$ cat config.mk
export PLATFORM = sky130hd
export DESIGN_NAME = wdt_two_stage
export DESIGN_NICKNAME = d
export VERILOG_FILES = /design/src/rtl/wdt_pkg.sv /design/src/rtl/wdt_prescaler.sv /design/src/rtl/wdt_counter.sv /design/src/rtl/wdt_regs.sv /design/src/rtl/wdt_two_stage.sv
export SDC_FILE = /design/constraint.sdc
export NUM_CORES = 1
export LEC_CHECK = 0
export BUFFER_PORTS_ARGS = -buffer_cell sky130_fd_sc_hd__buf_2
export CORE_ASPECT_RATIO = 0.75
export CORE_MARGIN = 1.5
export CORE_UTILIZATION = 25
export CTS_BUF_LIST = sky130_fd_sc_hd__clkbuf_4 sky130_fd_sc_hd__clkbuf_8
export DETAILED_ROUTE_END_ITERATION = 8
export PLACE_DENSITY_LB_ADDON = 0.05
export RECOVER_POWER = 25
export SYNTH_ARGS = -nofsm -noshare
export SYNTH_HDL_FRONTEND = slang
export SYNTH_SLANG_ARGS = --single-unit
export TNS_END_PERCENT = 20
$ cat constraint.sdc
create_clock -name clk -period 2.4 [get_ports clk]
set_clock_uncertainty 0.1 [all_clocks]
set_input_delay 0 -clock clk [delete_from_list [all_inputs] [get_ports clk]]
set_output_delay 0 -clock clk [all_outputs]
set_load 0.005 [all_outputs]
$ cat src/rtl/wdt_pkg.sv
package wdt_pkg;
  typedef enum logic [2:0] {
    A_KICK  = 3'd0,
    A_LIMIT = 3'd1,
    A_STAT1 = 3'd2,
    A_STAT2 = 3'd3,
    A_CTRL  = 3'd4,
    A_MBIN  = 3'd5,
    A_MBOUT = 3'd6
  } wdt_addr_e;

  localparam int S1_EXP    = 0;
  localparam int S1_MBIN   = 1;
  localparam int S1_MBOUT  = 2;
  localparam int S1_W      = 3;
  localparam int S2_SECOND = 0;
  localparam int S2_BOOT   = 1;
  localparam int S2_W      = 2;
  localparam int CT_HALT   = 0;
  localparam int CT_RSTEN  = 1;
  localparam int CT_W      = 2;
  localparam int MB_W      = 8;
endpackage

$ cat src/rtl/wdt_prescaler.sv
module wdt_prescaler #(
  parameter int DIV = 4
) (
  input  logic clk,
  input  logic rst_n,
  input  logic run,
  input  logic restart,
  output logic tick
);
  generate
    if (DIV <= 1) begin : g_direct
      assign tick = run && !restart;
    end else begin : g_div
      localparam int PW = $clog2(DIV);
      localparam logic [PW-1:0] LAST = PW'(DIV - 1);
      logic [PW-1:0] phase;

      always_ff @(posedge clk) begin
        if (!rst_n)       phase <= '0;
        else if (restart) phase <= '0;
        else if (run)     phase <= (phase == LAST) ? '0 : phase + 1'b1;
      end

      assign tick = run && !restart && (phase == LAST);

      AST_PHASE_FROZEN: assert property (@(posedge clk) disable iff (!rst_n)
        (!run && !restart) |=> $stable(phase));
      AST_PHASE_RESTART: assert property (@(posedge clk) disable iff (!rst_n)
        restart |=> (phase == '0));
    end
  endgenerate
endmodule

$ cat src/rtl/wdt_counter.sv
module wdt_counter #(
  parameter int CNT_W     = 10,
  parameter int RST_COUNT = 4
) (
  input  logic             clk,
  input  logic             rst_n,
  input  logic             tick,
  input  logic             load,
  input  logic [CNT_W-1:0] reload_val,
  output logic [CNT_W-1:0] count,
  output logic             expire
);
  localparam logic [CNT_W-1:0] ONE = CNT_W'(1);
  localparam logic [CNT_W-1:0] RST = CNT_W'(RST_COUNT);

  logic at_end;
  assign at_end = (count <= ONE);
  assign expire = tick && !load && at_end;

  always_ff @(posedge clk) begin
    if (!rst_n)     count <= RST;
    else if (load)  count <= reload_val;
    else if (tick)  count <= at_end ? reload_val : count - ONE;
  end

  AST_LOAD_TAKES: assert property (@(posedge clk) disable iff (!rst_n)
    load |=> (count == $past(reload_val)));
  AST_ONE_STEP: assert property (@(posedge clk) disable iff (!rst_n)
    (tick && !load && count > ONE) |=> (count == $past(count) - ONE));
  AST_HOLD_IDLE: assert property (@(posedge clk) disable iff (!rst_n)
    (!tick && !load) |=> $stable(count));
  AST_EXPIRY_RELOAD: assert property (@(posedge clk) disable iff (!rst_n)
    expire |=> (count == $past(reload_val)));
endmodule

$ cat src/rtl/wdt_regs.sv
module wdt_regs
  import wdt_pkg::*;
#(
  parameter int CNT_W     = 10,
  parameter int DATA_W    = 16,
  parameter int RST_COUNT = 4
) (
  input  logic              clk,
  input  logic              rst_n,
  input  logic              no_reboot,
  input  logic              bus_wr,
  input  logic              bus_rd,
  input  logic [2:0]        bus_addr,
  input  logic [DATA_W-1:0] bus_wdata,
  output logic [DATA_W-1:0] bus_rdata,
  input  logic [CNT_W-1:0]  count,
  input  logic              expire,
  output logic [CNT_W-1:0]  limit,
  output logic              load,
  output logic              halted,
  output logic              rst_req,
  output logic [S1_W-1:0]   stat1,
  output logic [S2_W-1:0]   stat2
);
  logic [CT_W-1:0] ctrl;
  logic [MB_W-1:0] mb_in, mb_out;
  logic wr_limit, wr_ctrl, wr_s1, wr_s2, wr_mbin, wr_mbout;
  logic second, deliver;
  logic [S1_W-1:0] s1_set, s1_clr;
  logic [S2_W-1:0] s2_set, s2_clr;

  assign load     = bus_wr && (bus_addr == A_KICK);
  assign wr_limit = bus_wr && (bus_addr == A_LIMIT);
  assign wr_s1    = bus_wr && (bus_addr == A_STAT1);
  assign wr_s2    = bus_wr && (bus_addr == A_STAT2);
  assign wr_ctrl  = bus_wr && (bus_addr == A_CTRL);
  assign wr_mbin  = bus_wr && (bus_addr == A_MBIN);
  assign wr_mbout = bus_wr && (bus_addr == A_MBOUT);

  assign second  = expire && stat1[S1_EXP];
  assign deliver = second && ctrl[CT_RSTEN] && !no_reboot;

  always_comb begin
    s1_set = '0;
    s1_set[S1_EXP]   = expire;
    s1_set[S1_MBIN]  = wr_mbin;
    s1_set[S1_MBOUT] = wr_mbout;
    s2_set = '0;
    s2_set[S2_SECOND] = second;
    s2_set[S2_BOOT]   = second && !deliver;
    s1_clr = wr_s1 ? bus_wdata[S1_W-1:0] : '0;
    s2_clr = wr_s2 ? bus_wdata[S2_W-1:0] : '0;
  end

  always_ff @(posedge clk) begin
    if (!rst_n) begin
      limit   <= CNT_W'(RST_COUNT);
      ctrl    <= CT_W'(1);
      mb_in   <= '0;
      mb_out  <= '0;
      stat1   <= '0;
      stat2   <= '0;
      rst_req <= 1'b0;
    end else begin
      if (wr_limit) limit  <= bus_wdata[CNT_W-1:0];
      if (wr_ctrl)  ctrl   <= bus_wdata[CT_W-1:0];
      if (wr_mbin)  mb_in  <= bus_wdata[MB_W-1:0];
      if (wr_mbout) mb_out <= bus_wdata[MB_W-1:0];
      stat1   <= (stat1 & ~s1_clr) | s1_set;
      stat2   <= (stat2 & ~s2_clr) | s2_set;
      rst_req <= deliver;
    end
  end

  always_ff @(posedge clk) begin
    if (!rst_n) bus_rdata <= '0;
    else if (bus_rd) begin
      case (bus_addr)
        A_KICK:  bus_rdata <= DATA_W'(count);
        A_LIMIT: bus_rdata <= DATA_W'(limit);
        A_STAT1: bus_rdata <= DATA_W'(stat1);
        A_STAT2: bus_rdata <= DATA_W'(stat2);
        A_CTRL:  bus_rdata <= DATA_W'(ctrl);
        A_MBIN:  bus_rdata <= DATA_W'(mb_in);
        A_MBOUT: bus_rdata <= DATA_W'(mb_out);
        default: bus_rdata <= '0;
      endcase
    end
  end

  assign halted = ctrl[CT_HALT];

  AST_RST_ONE_CYCLE: assert property (@(posedge clk) disable iff (!rst_n)
    rst_req |=> !rst_req);
  AST_RST_MASKED: assert property (@(posedge clk) disable iff (!rst_n)
    rst_req |-> !$past(no_reboot));
  AST_SECOND_NEEDS_FIRST: assert property (@(posedge clk) disable iff (!rst_n)
    $rose(stat2[S2_SECOND]) |-> stat1[S1_EXP]);
  AST_S1_CLEARS: assert property (@(posedge clk) disable iff (!rst_n)
    (wr_s1 && bus_wdata[S1_EXP] && !expire) |=> !stat1[S1_EXP]);
endmodule

$ cat src/rtl/wdt_two_stage.sv
module wdt_two_stage
  import wdt_pkg::*;
#(
  parameter int DIV       = 4,
  parameter int CNT_W     = 10,
  parameter int DATA_W    = 16,
  parameter int RST_COUNT = 4
) (
  input  logic              clk,
  input  logic              rst_n,
  input  logic              no_reboot,
  input  logic              bus_wr,
  input  logic              bus_rd,
  input  logic [2:0]        bus_addr,
  input  logic [DATA_W-1:0] bus_wdata,
  output logic [DATA_W-1:0] bus_rdata,
  output logic              rst_req,
  output logic              irq_expired,
  output logic              irq_din,
  output logic              irq_dout,
  output logic              irq_second
);
  logic             tick, load, expire, halted;
  logic [CNT_W-1:0] count, limit;
  logic [S1_W-1:0]  stat1;
  logic [S2_W-1:0]  stat2;

  wdt_prescaler #(.DIV(DIV)) u_pre (
    .clk(clk), .rst_n(rst_n), .run(!halted), .restart(load), .tick(tick)
  );

  wdt_counter #(.CNT_W(CNT_W), .RST_COUNT(RST_COUNT)) u_cnt (
    .clk(clk), .rst_n(rst_n), .tick(tick), .load(load),
    .reload_val(limit), .count(count), .expire(expire)
  );

  wdt_regs #(.CNT_W(CNT_W), .DATA_W(DATA_W), .RST_COUNT(RST_COUNT)) u_regs (
    .clk(clk), .rst_n(rst_n), .no_reboot(no_reboot),
    .bus_wr(bus_wr), .bus_rd(bus_rd), .bus_addr(bus_addr),
    .bus_wdata(bus_wdata), .bus_rdata(bus_rdata),
    .count(count), .expire(expire), .limit(limit), .load(load),
    .halted(halted), .rst_req(rst_req), .stat1(stat1), .stat2(stat2)
  );

  assign irq_expired = stat1[S1_EXP];
  assign irq_din     = stat1[S1_MBIN];
  assign irq_dout    = stat1[S1_MBOUT];
  assign irq_second  = stat2[S2_SECOND];

  AST_NEVER_ZERO: assert property (@(posedge clk) disable iff (!rst_n)
    (limit != '0) |-> ##1 (count != '0 || $past(limit) == '0 || $past(count) == '0));
endmodule

==> results of run 1 <==
[worst max-delay path, stage by stage (launching register included)]
cell      delay [ns]
dfxtp_1         0.40
inv_1           0.11
ha_1            0.21
o21bai_1        0.27
or2_1           0.29
nand2_1         0.08
a221oi_1        0.36
o31ai_1         0.12
[cell type report]
cell class | instances | area, um2 | area share
inverter | 9 | 33.78 | 0.009948
clock inverter | 2 | 10.01 | 0.002948
tap | 140 | 175.2 | 0.05158
multi-input combinational | 266 | 1623 | 0.4779
clock buffer | 6 | 82.58 | 0.02432
sequential | 56 | 1121 | 0.3301
timing repair buffer | 55 | 350.3 | 0.1032
[sequential cells by signal (all words and copies together) (netlist names)]
register	flops
u_regs.mb_in	8
u_regs.limit	10
u_pre.g_div.phase	2
u_regs.mb_out	8
u_cnt.count	10
u_regs.stat1	3
u_regs.ctrl	2
u_regs.rst_req	1
u_regs.stat2	2
u_regs.bus_rdata	10
[metrics by stage]
| stage | utilization | total power, uW | instances | instance area, um2 |
|---|---|---|---|---|
| after global routing | 0.3057 | 1822 | 534 | 3396 |
| after global placement | 0.2877 | 1171 | 514 | 3196 |
| after CTS | 0.3069 | 1765 | 534 | 3408 |
| after floorplan | - | 1103 | 356 | 2907 |
| final | 0.3057 | 1722 | 534 | 3396 |
| after detailed placement | 0.2877 | 1171 | 514 | 3196 |
[cells by family (layout without fill, tap and decap cells)]
family | Yosys count | count (layout) | share of synthesized area
multiplexers | 18 | 18 | 0.07322
adder cells (fa/ha/maj) | 3 | 3 | 0.01300
flip-flops | 56 | 56 | 0.3882
buffers and inverters | 34 | 72 | 0.05632
other | 1 | 6 | 0.001299
AO/OA/AOI/OAI | 89 | 89 | 0.2145
AND/OR/NAND/NOR | 150 | 150 | 0.2535
[how the worst min path moves through the flow]
stage / cells past startpoint / startpoint / to
after detailed placement: 3 / bus_wdata[8] / u_regs.limit[8]
final: 3 / bus_rd / u_regs.bus_rdata[2]
after CTS: 3 / bus_rd / u_regs.bus_rdata[2]
after global routing: 3 / bus_rd / u_regs.bus_rdata[1]
after global placement: 3 / bus_wdata[8] / u_regs.limit[8]
after floorplan: 2 / bus_wdata[0] / u_regs.ctrl[0]
[placed cells by master, fill, tap and decap left out, types with 3 or more instances in the layout]
master	Yosys	layout
nor3_1	5	5
clkbuf_1	14	10
a21oi_1	10	10
nor2_1	13	13
nand3_1	12	12
o21ai_0	7	7
clkbuf_8	0	6
o21ai_1	6	6
mux2_2	5	5
nand2b_1	5	5
ha_1	3	3
a22o_1	5	5
or2_2	3	3
mux2i_1	11	11
and2_1	7	7
nand2_1	80	80
buf_2	4	22
conb_1	1	6
o22ai_1	11	11
or3_1	5	5
a21boi_0	7	7
dlygate4sd3_1	0	12
inv_1	9	9
a22oi_1	6	6
a21boi_1	19	19
a32oi_1	3	3
dfxtp_1	56	56
buf_4	6	11
nor2b_1	8	8
[report_power, final]
part | internal (uW) | switching, uW | total (uW)
sequential | 945 | 13.0 | 958
combinational | 82.1 | 121 | 203
clock | 232 | 329 | 561
total | 1260 | 463 | 1720
[layer usage]
layer | part of all wire | routed length [um]
met1 | 0.55 | 4745
met2 | 0.41 | 3584
met3 | 0.031 | 266
met4 | 0.0059 | 51
met5 | 0 | 0
==> impl_metrics.py, run 1 <==
metrics = {
    "synthesis": {
        "async_flop_share": 0,
        "synth_edf_count": 0,
        "synth-seq-cells": 56,
        "yosysTopAreaCellShare": 0.3882,
        "synth_most_common_cell": "nand2_1",
        "synth_ff_type": "dfxtp_1",
        "syn_avg_cell_area_um2": 8.227,
        "synthTopCellsByCount": "nand2_1 (80), dfxtp_1 (56), a21boi_1 (19)",
        "synth_top_cell_by_area": "dfxtp_1",
        "yosysSeqAreaShare": 0.3882,
        "synth.area.top_cells": "dfxtp_1 (39%), nand2_1 (10%), a21boi_1 (4.9%)",
        "syn_inst": 351,
        "ys.warnings.count": 0,
        "synth_area_um2": 2888,
        "yosysUniqueCellTypes": 53,
    },
    "worst_setup_path": {
        "reg2reg_to": "u_cnt.count[8]",
        "rrSetupSlack_ns": 0.34,
        "worst-setup-path-type": "flip-flop to flip-flop",
        "worst-endpoint-required_ns": 2.50,
        "crit_start": "u_cnt.count[1]",
        "reg2reg_depth": 7,
        "critPathCaptureType": "flip-flop",
        "start_kind": "flip-flop",
        "cp-endpoint": "u_cnt.count[8]",
        "cp_max_fo": 5,
        "cp_data_arrival_time_ns": 2.16,
        "rr_startpoint": "u_cnt.count[1]",
    },
    "clocking": {
        "clk_latency_ns": 0.32,
        "postCtsHoldBufs": 12,
        "clk_pin_slew_ns": 0.10,
        "cts_buffer_depth": 2,
        "cts_htree_levels": 2,
        "cts_setup_buffers": 0,
        "cts_tree": "yes",
        "cts_resized": 0,
        "cts_buffers": 5,
        "cts_root_buf": "clkbuf_8",
        "cts.sinks": 56,
    },
    "detailed_routing": {
        "postRouteAntennaNets": 0,
        "first_pass_iters": 6,
        "num_vias": 2589,
        "via_per_inst": 4.848,
        "drt-total-wl_um": 8647,
        "drt_iter0_drc": 138,
        "post_drt_wl_per_cell_um": 16.19,
        "drc": 0,
    },
    "timing": {
        "maxSlewHeadroom": 0.3551,
        "fin_crit_ns": 2.056,
        "rsz0062_at_grt": "false",
        "period_share": 0.8566,
        "finalWorstSetupSlack_ns": 0.3442,
        "final_max_slew_viol_count": 0,
        "setup_viol_count_final": 0,
        "finalSetupTns_ns": 0,
        "fmax_ghz": 0.4864,
        "worst_pin_slew_ns": 0.9674,
        "hold_viol_final": 0,
        "fin_hold_ws_ns": 0.03655,
    },
    "die": {
        "dieWidth_um": 127.1,
        "die_h_um": 96.08,
        "start_util": 0.2600,
        "die_area_um2": 12210,
        "ios": 45,
        "core_region_area_um2": 11110,
        "row_count": 33,
    },
    "global_routing": {
        "grt_max_degree": 23,
        "antenna_found_initial": 0,
        "grtUsageMet1": 0.2217,
        "grt_pass1_vias": 2390,
        "use_met3": 0.02724,
        "met2_usage": 0.2233,
        "grtUsageTotal": 0.1487,
        "grt-ovfl-total": 0,
        "grt_first_pass_wirelength_um": 13730,
        "busiest_layer": "met2",
    },
    "pwr": {
        "ir_drop_mv": 0.2101,
        "p_per_area_nw_per_um2": 507.1,
        "p_leak_uw": 0.001251,
    },
    "layout": {
        "nNetsFinal": 420,
        "synthToLayoutAreaGrowth_pct": 17.59,
        "diodes": 0,
        "nFillCells": 1233,
        "drive_gt1_frac": 0.1447,
    },
    "placed_design": {
        "post-place-ws_ns": 0.3729,
        "gp_congestion": 0.7630,
        "port_buffers": 32,
        "dp_hpwl_um": 6465,
    },
    "hold_path": {
        "hold_path.class": "input port to flip-flop",
    },
    "job": {
        "maxCapViolations": 0,
    },
    "outcome": {
        "status": "completed",
    },
}
Note: power is estimated with default switching activity, not from simulation.
==> run 2, diff against run 1 <==
- CORE_UTILIZATION: 25 -> 45
==> impl_metrics.py, run 2 (same netlist as run 1, synthesis figures left out) <==
metrics = {
    "worst_setup_path": {
        "cp_data_arrival_time_ns": 2.17,
        "crit_chain": "inv_1 > ha_1 > o21bai_1 > or2_1 > nand2_1 > a221oi_1 > o31ai_1",
        "cp_max_fo": 7,
        "cp.buffers_inverters": 1,
        "critPathSlowestCell": "dfxtp_1",
        "critPathTopFamily": "compound AO/OA/AOI/OAI gates",
        "max_stage_delay_ns": 0.37,
        "start_kind": "flip-flop",
        "worst-setup-path-type": "flip-flop to flip-flop",
        "worst-endpoint-required_ns": 2.50,
        "critPathCaptureType": "flip-flop",
    },
    "layout": {
        "seq_area_um2": 1121,
        "final_cell_mix": "nand2_1 (80), dfxtp_1 (56), buf_2 (19)",
        "fin_cells": 469,
        "final_common_cell": "nand2_1",
        "nNetsFinal": 414,
        "synthToLayoutAreaGrowth_pct": 13.52,
        "design_area_um2": 3278,
        "multiInputGateArea_um2": 1623,
        "nFillCells": 620,
        "diodes": 0,
        "reg.largest.list": "u_cnt.count: 10 flops, u_regs.bus_rdata: 10 flops, u_regs.limit: 10 flops",
        "drive_gt1_frac": 0.1237,
    },
    "placed_design": {
        "port_buffers": 32,
        "dpl-instance-area_um2": 3077,
        "dpl.cell_count": 449,
        "dp_hpwl_um": 5191,
        "gp_congestion": 0.8136,
        "post-place-ws_ns": 0.3541,
    },
    "timing": {
        "hold_viol_final": 0,
        "fmax_ghz": 0.4828,
        "fin_crit_ns": 2.071,
        "setup_viol_count_final": 0,
        "finalSetupTns_ns": 0,
        "maxSlewHeadroom": 0.1346,
        "worst_pin_slew_ns": 1.298,
        "period_share": 0.8630,
        "finalWorstSetupSlack_ns": 0.3289,
        "final_max_slew_viol_count": 0,
        "rsz0062_at_grt": "false",
    },
    "die": {
        "ios": 45,
        "core_region_area_um2": 6256,
        "die_area_um2": 6912,
        "start_util": 0.4616,
        "dieWidth_um": 95.50,
        "die_h_um": 72.38,
        "row_count": 25,
    },
    "detailed_routing": {
        "postRouteAntennaNets": 0,
        "drt-total-wl_um": 7330,
        "via_per_inst": 5.467,
        "drt_iter0_drc": 147,
        "first_pass_iters": 4,
        "post_drt_wl_per_cell_um": 15.63,
        "drc": 0,
        "num_vias": 2564,
    },
    "global_routing": {
        "grt_pass1_vias": 2414,
        "grt_first_pass_wirelength_um": 12140,
        "grt-ovfl-total": 0,
        "antenna_found_initial": 0,
        "grt_max_degree": 25,
        "grtUsageTotal": 0.2299,
    },
    "clocking": {
        "cts_resized": 0,
        "cts_setup_buffers": 0,
        "cts_buffers": 5,
        "postCtsHoldBufs": 12,
        "clk_pin_slew_ns": 0.09,
        "cts.sinks": 56,
        "cts_tree": "yes",
        "cts_root_buf": "clkbuf_8",
        "cts_htree_levels": 2,
        "clk_latency_ns": 0.31,
        "cts_buffer_depth": 2,
    },
    "pwr": {
        "p_per_area_nw_per_um2": 521.9,
        "p_total_uw": 1711,
        "p_leak_uw": 0.001210,
        "ir_drop_mv": 0.2511,
    },
    "hold_path": {
        "hold_path.class": "input port to flip-flop",
    },
    "job": {
        "maxCapViolations": 0,
    },
    "outcome": {
        "status": "completed",
    },
}
[run 2: worst paths after layout]
path	start	endpoint	depth (start not counted)	slack, ns
min reg2reg	u_regs.bus_rdata[1]	u_regs.bus_rdata[1]	2	0.35
max reg2reg	u_cnt.count[1]	u_cnt.count[8]	7	0.33
max	u_cnt.count[1]	u_cnt.count[8]	7	0.33
min	bus_rd	u_regs.bus_rdata[2]	3	0.04
[run 2: worst register-to-register path: cells and delay by family, from the launching register on]
kind,cells,cell delay [ns]
AO/OA/AOI/OAI,3,0.75
flip-flops,1,0.37
AND/OR/NAND/NOR,2,0.37
adder cells (fa/ha/maj),1,0.28
buffers and inverters,1,0.10
[run 2: power by group]
group	internal, uW	switching [uW]
Combinational	78.4	115
Clock	259	301
Sequential	945	12.6
[run 2: routing by layer]
layer / part of all wire / global-route usage / vias to the layer above
met3: 0.041 / 0.04193 / 7
met2: 0.44 / 0.3554 / 63
met5: 0 / 0 / -
li1: - / - / 1297
met4: 0.010 / 0.06536 / 0
met1: 0.51 / 0.3279 / 1197
[run 2: layout make-up]
cell class	count	area share
Clock buffer	8	0.02977
Timing Repair Buffer	49	0.09198
Tap cell	81	0.03092
Sequential cell	56	0.3420
Multi-Input combinational cell	266	0.4950
Inverter	9	0.01031
[run 2: per-stage QoR]
step,util,hold WS (ns)
detailed placement,0.4918,0.1478
floorplan,-,0.02397
global placement,0.4918,0.1418
global route,0.5240,0.05115
finish,0.5240,0.03575
CTS,0.5266,0.01309
==> run 3, diff against run 2 <==
- CORE_ASPECT_RATIO: 0.75 -> default
==> impl_metrics.py, run 3 (same netlist as run 1, synthesis figures left out) <==
metrics = {
    "hold_path": {
        "hold_path.class": "input port to flip-flop",
        "min_to": "u_regs.ctrl[0]",
        "hp-start": "bus_wr",
        "hold_depth": 4,
    },
    "timing": {
        "finalWorstSetupSlack_ns": 0.2349,
        "period_share": 0.9021,
        "maxSlewHeadroom": 0.2665,
        "rsz0062_at_grt": "false",
        "setup_viol_count_final": 0,
        "fmax_ghz": 0.4619,
        "worst_pin_slew_ns": 1.100,
        "final_max_slew_viol_count": 0,
        "hold_viol_final": 0,
        "fin_crit_ns": 2.165,
        "finalSetupTns_ns": 0,
        "fin_hold_ws_ns": 0.1062,
    },
    "worst_setup_path": {
        "cp_max_fo": 9,
        "rr_startpoint": "u_cnt.count[0]",
        "reg2reg_to": "u_cnt.count[8]",
        "start_kind": "flip-flop",
        "reg2reg_depth": 7,
        "cp_data_arrival_time_ns": 2.26,
        "worst-setup-path-type": "flip-flop to flip-flop",
        "worst-endpoint-required_ns": 2.50,
        "rrSetupSlack_ns": 0.23,
        "critPathCaptureType": "flip-flop",
        "crit_start": "u_cnt.count[0]",
    },
    "clocking": {
        "cts_buffer_depth": 2,
        "cts_buffers": 5,
        "cts.sinks": 56,
        "cts_htree_levels": 2,
        "clk_latency_ns": 0.32,
        "clk_pin_slew_ns": 0.10,
        "cts_resized": 0,
        "cts_root_buf": "clkbuf_8",
        "cts_tree": "yes",
    },
    "global_routing": {
        "antenna_found_initial": 0,
        "grt_first_pass_wirelength_um": 12280,
        "grt-ovfl-total": 0,
        "grtUsageTotal": 0.2237,
        "grt_pass1_vias": 2390,
        "grt_max_degree": 29,
    },
    "die": {
        "die_area_um2": 6906,
        "core_region_area_um2": 6277,
        "die_h_um": 83.11,
        "row_count": 29,
        "ios": 45,
        "dieWidth_um": 83.11,
        "start_util": 0.4600,
    },
    "detailed_routing": {
        "drt-total-wl_um": 7468,
        "first_pass_iters": 6,
        "drt_iter0_drc": 215,
        "postRouteAntennaNets": 0,
        "drc": 0,
        "num_vias": 2576,
        "via_per_inst": 5.528,
        "post_drt_wl_per_cell_um": 16.03,
    },
    "layout": {
        "reg.largest.list": "u_cnt.count: 10 flops, u_regs.bus_rdata: 10 flops, u_regs.limit: 10 flops",
        "synthToLayoutAreaGrowth_pct": 13.65,
        "final_common_cell": "nand2_1",
        "drive_gt1_frac": 0.1465,
        "final_cell_mix": "nand2_1 (80), dfxtp_1 (56), buf_2 (30)",
        "nFillCells": 651,
        "seq_area_um2": 1121,
        "design_area_um2": 3282,
        "fin_cells": 466,
        "diodes": 0,
        "nNetsFinal": 415,
        "multiInputGateArea_um2": 1623,
    },
    "outcome": {
        "status": "completed",
    },
    "placed_design": {
        "dpl.cell_count": 445,
        "dp_hpwl_um": 5212,
        "dpl-instance-area_um2": 3072,
        "port_buffers": 32,
        "gp_congestion": 0.8897,
        "post-place-ws_ns": 0.2718,
    },
    "pwr": {
        "ir_drop_mv": 0.2935,
        "p_per_area_nw_per_um2": 518.0,
        "p_leak_uw": 0.001250,
    },
    "job": {
        "maxCapViolations": 0,
    },
}
-- run 3: through the flow --
step | util | total power [uW]
floorplan | - | 1103
global placement | 0.4893 | 1158
detailed placement | 0.4893 | 1159
CTS | 0.5244 | 1723
global route | 0.5228 | 1781
finish | 0.5228 | 1700
-- run 3: worst max-delay path: stages, from the launching register on --
cell	delay, ns
dfxtp_1	0.50
inv_1	0.10
ha_1	0.30
o21bai_1	0.30
or2_1	0.26
nand2_1	0.07
a221oi_1	0.31
o31ai_1	0.11
-- run 3: final cells by class --
type	instances	area share
Multi-Input combinational cell	266	0.4945
Sequential cell	56	0.3416
Timing Repair Buffer	50	0.09684
Tap cell	77	0.02936
Clock buffer	6	0.02326
Inverter	9	0.01029
Clock inverter	2	0.004194
-- run 3: timing repair --
item                                   4_1_cts  5_1_grt
endpoints found under the hold margin       37        0
buffers inserted                             0        0
hold buffers                                13        0
-- run 3: worst max path at each step --
stage                           endpoint  slack (ns)  depth (start not counted)
after floorplan           u_cnt.count[8]        0.51                          7
after global placement    u_cnt.count[8]        0.31                          7
after detailed placement  u_cnt.count[8]        0.27                          7
after CTS                 u_cnt.count[8]        0.27                          7
after global routing      u_cnt.count[8]        0.05                          7
final                     u_cnt.count[8]        0.23                          7
-- run 3: report_power, final --
| group | internal, uW | total [uW] | switching [uW] |
|---|---|---|---|
| logic | 79.8 | 194 | 114 |
| clock network | 221 | 547 | 327 |
| registers | 945 | 959 | 13.5 |
-- run 3: metal layers --
metal / GRT usage / share of wire / up-vias
met4: 0.06515 / 0.014 / 0
met3: 0.02783 / 0.025 / 9
li1: - / - / 1300
met5: 0 / 0 / -
met1: 0.3250 / 0.51 / 1226
met2: 0.3489 / 0.45 / 41
